===== src/rtl/frb_pkg.sv =====
package frb_pkg;
  localparam int          FRB_ADDR_W    = 24;
  localparam logic [7:0]  FRB_READ_OP   = 8'h0B;
  localparam logic [7:0]  FRB_TURN_BYTE = 8'h00;
  localparam int          FRB_HDR_BYTES = 2 + FRB_ADDR_W / 8;
  localparam int          FRB_HDR_BITS  = 8 * FRB_HDR_BYTES;

  typedef enum logic [2:0] {
    ST_IDLE,
    ST_SHIFT,
    ST_STALL,
    ST_DRAIN,
    ST_GAP
  } frb_state_e;
endpackage


===== src/rtl/frb_halfper.sv =====
module frb_halfper #(
  parameter int HALF_DIV = 2
) (
  input  logic clk,
  input  logic rst,
  input  logic run,
  output logic tick
);
  localparam int CW = (HALF_DIV > 1) ? $clog2(HALF_DIV) : 1;

  logic [CW-1:0] cnt;

  assign tick = run && (cnt == CW'(HALF_DIV - 1));

  always_ff @(posedge clk) begin
    if (rst || !run || tick) cnt <= '0;
    else                     cnt <= cnt + 1'b1;
  end
endmodule


===== src/rtl/frb_shifter.sv =====
module frb_shifter #(
  parameter int HDR_BITS = 40
) (
  input  logic                clk,
  input  logic                rst,
  input  logic                load,
  input  logic [HDR_BITS-1:0] load_word,
  input  logic                shift,
  input  logic                sample,
  input  logic                miso,
  output logic                mosi,
  output logic [7:0]          rx_byte
);
  logic [HDR_BITS-1:0] tx;
  logic [7:0]          rx;

  always_ff @(posedge clk) begin
    if (rst) begin
      tx <= '0;
      rx <= '0;
    end else begin
      if (load)       tx <= load_word;
      else if (shift) tx <= {tx[HDR_BITS-2:0], 1'b0};
      if (sample)     rx <= {rx[6:0], miso};
    end
  end

  assign mosi    = tx[HDR_BITS-1];
  assign rx_byte = rx;
endmodule


===== src/rtl/fontrom_burst_reader.sv =====
module fontrom_burst_reader
  import frb_pkg::*;
#(
  parameter int HALF_DIV = 2,
  parameter int GAP_CYC  = 12,
  parameter int LEN_W    = 12
) (
  input  logic                  clk,
  input  logic                  rst,
  input  logic                  req_valid,
  output logic                  req_ready,
  input  logic [FRB_ADDR_W-1:0] req_addr,
  input  logic [LEN_W-1:0]      req_len,
  output logic                  cs_n,
  output logic                  sck,
  output logic                  mosi,
  input  logic                  miso,
  output logic                  out_valid,
  input  logic                  out_ready,
  output logic [7:0]            out_data,
  output logic                  out_last
);
  localparam int GW = $clog2(GAP_CYC + 1);

  frb_state_e        state;
  logic              req_ready_q, cs_n_q, sck_q;
  logic [2:0]        bit_idx;
  logic [2:0]        hdr_left;
  logic [LEN_W-1:0]  remain;
  logic [GW-1:0]     gap_cnt;
  logic              ov_q, ol_q;
  logic [7:0]        od_q;
  logic              tick, start, can_load;
  logic [7:0]        rx_byte;

  assign start    = (state == ST_IDLE) && req_valid && (req_len != '0);
  assign can_load = !ov_q || out_ready;

  frb_halfper #(.HALF_DIV(HALF_DIV)) u_half (
    .clk  (clk),
    .rst  (rst),
    .run  (state == ST_SHIFT),
    .tick (tick)
  );

  frb_shifter #(.HDR_BITS(FRB_HDR_BITS)) u_shift (
    .clk       (clk),
    .rst       (rst),
    .load      (start),
    .load_word ({FRB_READ_OP, req_addr, FRB_TURN_BYTE}),
    .shift     (tick && sck_q),
    .sample    (tick && !sck_q),
    .miso      (miso),
    .mosi      (mosi),
    .rx_byte   (rx_byte)
  );

  always_ff @(posedge clk) begin
    if (rst) begin
      state       <= ST_IDLE;
      req_ready_q <= 1'b1;
      cs_n_q      <= 1'b1;
      sck_q       <= 1'b0;
      bit_idx     <= '0;
      hdr_left    <= '0;
      remain      <= '0;
      gap_cnt     <= '0;
      ov_q        <= 1'b0;
      ol_q        <= 1'b0;
      od_q        <= '0;
    end else begin
      if (ov_q && out_ready) begin
        ov_q <= 1'b0;
        ol_q <= 1'b0;
      end
      case (state)
        ST_IDLE: begin
          if (start) begin
            req_ready_q <= 1'b0;
            cs_n_q      <= 1'b0;
            remain      <= req_len;
            hdr_left    <= 3'(FRB_HDR_BYTES);
            bit_idx     <= '0;
            state       <= ST_SHIFT;
          end
        end
        ST_SHIFT: begin
          if (tick) begin
            if (!sck_q) begin
              sck_q <= 1'b1;
            end else begin
              sck_q <= 1'b0;
              if (bit_idx == 3'd7) begin
                bit_idx <= '0;
                if (hdr_left != '0) begin
                  hdr_left <= hdr_left - 1'b1;
                end else if (can_load) begin
                  ov_q   <= 1'b1;
                  od_q   <= rx_byte;
                  ol_q   <= (remain == LEN_W'(1));
                  remain <= remain - 1'b1;
                  if (remain == LEN_W'(1)) state <= ST_DRAIN;
                end else begin
                  state <= ST_STALL;
                end
              end else begin
                bit_idx <= bit_idx + 1'b1;
              end
            end
          end
        end
        ST_STALL: begin
          if (can_load) begin
            ov_q   <= 1'b1;
            od_q   <= rx_byte;
            ol_q   <= (remain == LEN_W'(1));
            remain <= remain - 1'b1;
            state  <= (remain == LEN_W'(1)) ? ST_DRAIN : ST_SHIFT;
          end
        end
        ST_DRAIN: begin
          if (ov_q && out_ready) begin
            cs_n_q  <= 1'b1;
            gap_cnt <= '0;
            state   <= ST_GAP;
          end
        end
        ST_GAP: begin
          if (gap_cnt == GW'(GAP_CYC - 1)) begin
            req_ready_q <= 1'b1;
            state       <= ST_IDLE;
          end else begin
            gap_cnt <= gap_cnt + 1'b1;
          end
        end
        default: state <= ST_IDLE;
      endcase
    end
  end

  assign req_ready = req_ready_q;
  assign cs_n      = cs_n_q;
  assign sck       = sck_q;
  assign out_valid = ov_q;
  assign out_data  = od_q;
  assign out_last  = ol_q;
endmodule


===== config.mk =====
export PLATFORM = sky130hd
export DESIGN_NAME = fontrom_burst_reader
export DESIGN_NICKNAME = d
export VERILOG_FILES = /design/src/rtl/frb_pkg.sv /design/src/rtl/frb_halfper.sv /design/src/rtl/frb_shifter.sv /design/src/rtl/fontrom_burst_reader.sv
export SDC_FILE = /design/constraint.sdc
export NUM_CORES = 1
export LEC_CHECK = 0
export ABC_CLOCK_PERIOD_IN_PS = 5000
export BUFFER_PORTS_ARGS = -buffer_cell sky130_fd_sc_hd__buf_2
export CORE_MARGIN = 4
export CORE_UTILIZATION = 50
export DETAILED_ROUTE_END_ITERATION = 6
export PLACE_DENSITY = 0.79
export SETUP_SLACK_MARGIN = 0.4
export SYNTH_ARGS = -nofsm -noshare
export SYNTH_HDL_FRONTEND = slang
export SYNTH_SLANG_ARGS = --single-unit

===== constraint.sdc =====
create_clock -name clk -period 5 [get_ports clk]
set_input_delay 0.5 -clock clk [delete_from_list [all_inputs] [get_ports clk]]
set_output_delay 0.5 -clock clk [all_outputs]
set_load 0.02 [all_outputs]

==> reports/metrics.cfg <==
[outcome]
status=finished, final reports clean

[routing]
post-route-drc-count=0
antenna_left=0
drt-pass1-iter-count=4
drt_iter0_drc=165
vias=3293
wl_per_cell_um=13.5
vias_per_cell=5.58
wirelength_mm=7.96

[logic_synthesis]
yosysTopAreaCellShare=0.428
yosysMostFrequentCell=dfxtp_1
synth_seq_cells=79
avgSynthCellArea_um2=8.22
netlist_area_mm2=0.00369
synth_edf_count=0
syn-num-nets=497
yosysTopAreaCell=dfxtp_1
post_synth_inst_count=449
async_flop_share=0
synth_seq_area_share=0.428
synth_area_leaders=dfxtp_1, nand2_1, nor2_1, mux2i_1, a311oi_1
ys_types=53
yosys-top-cells-count=dfxtp_1, nand2_1, nor2_1
synth-main-ff-cell=dfxtp_1
synth-warning-count=0

[clocking]
worst_skew_pair.late_latency_ps=350
numCtsBuffers=9
cts_hold_buffers=0
cts_max_level=3
clock-root-buffer=clkbuf_8
cts_tree=built
ctsResizeCount=0
clk_path_buf_depth=2
post_cts_buffers=0
numClockSinks=79
clkTransAtPathRegs_ps=80

[setup_path]
critPathKind=reg -> reg
r2r_slack_ps=2560
crit_arrival_ps=2640
required_ps=5200
worstReg2RegEnd=out_data[7]
crit_top_cell=ha_1
path_max_fanout=8
slowest_stage=a221oi_1
critPathMaxStageDelay_ps=620
r2r_cells=7
end_kind=flip-flop
timing.rr.start=bit_idx[0]
cp-start-kind=flip-flop
cp_top_family=simple AND/OR/NAND/NOR gates
path_cells=ha_1, ha_1, nand4b_1, a221oi_1, nand2_1, mux2i_1, nor2_1
crit_buf_inv=0

[placement]
routabilityCongestion=0.832
place_hpwl_mm=5.30
port_buffers=54

[floorplan]
rows=31
num_io_pins=55
start_util=0.512
dieArea_mm2=0.00882
fp.dieH_um=93.9
core_area_mm2=0.00721
dieWidth_um=93.9

[power_and_ir_drop]
comb_power_share=0.179
p_seq_frac=0.468
power.internal_w=0.00110
clockPowerShare=0.353
total_power_w=0.00154
switchingPower_w=0.000435
switching_share=0.283
power_leakage_nw=1.72
irDropWorstVdd_uv=173
power.density_mw_per_mm2=364

[grt]
antenna_found_initial=1
first_global_vias=3052
track_usage=0.186
grt_max_degree=80
grt_remaining_overflow=0
grt_first_pass_wirelength_mm=13.3

[timing]
period_share=0.487
tns_ps=0
finalHoldViolations=0
drv_slew=0
finalSetupViolations=0
tightest_slew_ps=1180
period_needed_ps=2440
rsz0062_at_grt=no
max_clock_freq_mhz=410
finalClockSkew_ps=10.9
relSlewSlack=0.211

[finish]
area_delta_synth_final_pct=14.4
fin_nets=534
drive_gt1_frac=0.173
nFillCells=655
n_antenna_cell=0

[min_path]
whs_path_depth=3
min_from=req_addr[0]
hold_path.class=in -> reg
hold_end=u_shift.tx[8]

[run]
maxCapViolCount=0

[kinds of logic (layout without fill, tap and decap cells)]
logic type | after synthesis | count (layout) | synth area share
flip-flops | 79 | 79 | 0.428
multiplexers | 23 | 23 | 0.0624
adder cells (fa/ha/maj) | 8 | 8 | 0.0264
buffers and inverters | 40 | 82 | 0.0424
XOR/XNOR | 4 | 4 | 0.00949
AND/OR/NAND/NOR | 203 | 203 | 0.253
AO/OA/AOI/OAI | 92 | 92 | 0.178
[cell type report]
cell class              instances  area, um^2  area share
clock buffers                  11         151      0.0358
clock inverters                 5        78.8      0.0187
inverters                       9        33.8     0.00800
multi-input cells             330        1960       0.464
flip-flops and latches         79        1580       0.374
well taps                      99         124      0.0293
repair buffers                 57         293      0.0693
[worst max path at each step]
stage,startpoint,cells after the start,to
after global placement,req_len[0],6,u_shift.tx[30]
final,bit_idx[0],7,out_data[7]
after floorplan,bit_idx[0],7,out_data[0]
after global routing,bit_idx[0],7,out_data[1]
after CTS,bit_idx[0],7,out_data[4]
after detailed placement,req_len[0],6,u_shift.tx[23]
[worst register-to-register path: cells and delay by family (launching register included)]
family / cells / cell delay (ps)
AOI/OAI and AO/OA: 1 / 620
adders and majority gates: 2 / 370
DFF: 1 / 370
muxes: 1 / 260
and+or+nand+nor: 3 / 680
[metal layers]
metal / global-route usage / wire length [um]
met5: 0 / 7
met4: 0.0638 / 93
met3: 0.0585 / 443
met2: 0.305 / 3760
met1: 0.231 / 3650
[cells in the final DEF, fill, tap and decap left out, types with 3 or more instances in the layout]
master    count
a311oi_1     24
clkbuf_8     11
and3_1        4
o21ai_0      11
nor4_1        6
ha_1          7
nand3b_1      4
dfxtp_1      79
a31oi_1       6
nor3_1       15
nand3_1       7
buf_2        54
nor2b_1       4
a211oi_1      3
a21oi_1      22
mux2i_1      23
xnor2_1       4
inv_1         9
nand2_1      76
or4_1         3
buf_4         3
nor2_1       61
a21o_1        7
nand2b_1      5
[power groups by stage]
stage               logic, W  clock network [W]  registers (W)
floorplan           0.000219                  0       0.000721
CTS                 0.000275           0.000555       0.000719
finish              0.000275           0.000543       0.000720
global placement    0.000267                  0       0.000731
global route        0.000311           0.000586       0.000728
detailed placement  0.000274                  0       0.000733
[registers in the layout, summed over array words and instances, names as in the netlist]
| register | flops |
|---|---|
| bit_idx | 3 |
| cs_n | 1 |
| gap_cnt | 4 |
| hdr_left | 3 |
| out_data | 8 |
| out_last | 1 |
| out_valid | 1 |
| remain | 12 |
| req_ready | 1 |
| sck | 1 |
| state | 3 |
| u_half.cnt | 1 |
| u_shift.rx_byte | 8 |
| u_shift.tx | 32 |
[per-stage QoR]
| step | std cells | instance area [um^2] | hold WS, ps | utilization | worst slack [ps] |
|---|---|---|---|---|---|
| after floorplan | 449 | 3690 | 437 | - | 3010 |
| after global placement | 574 | 3990 | 441 | 0.554 | 2510 |
| after detailed placement | 574 | 3990 | 449 | 0.554 | 2430 |
| after CTS | 590 | 4220 | 382 | 0.586 | 2520 |
| after global routing | 590 | 4220 | 378 | 0.586 | 2280 |
| final | 590 | 4220 | 397 | 0.586 | 2560 |
Note: power is estimated with default switching activity, not from simulation.
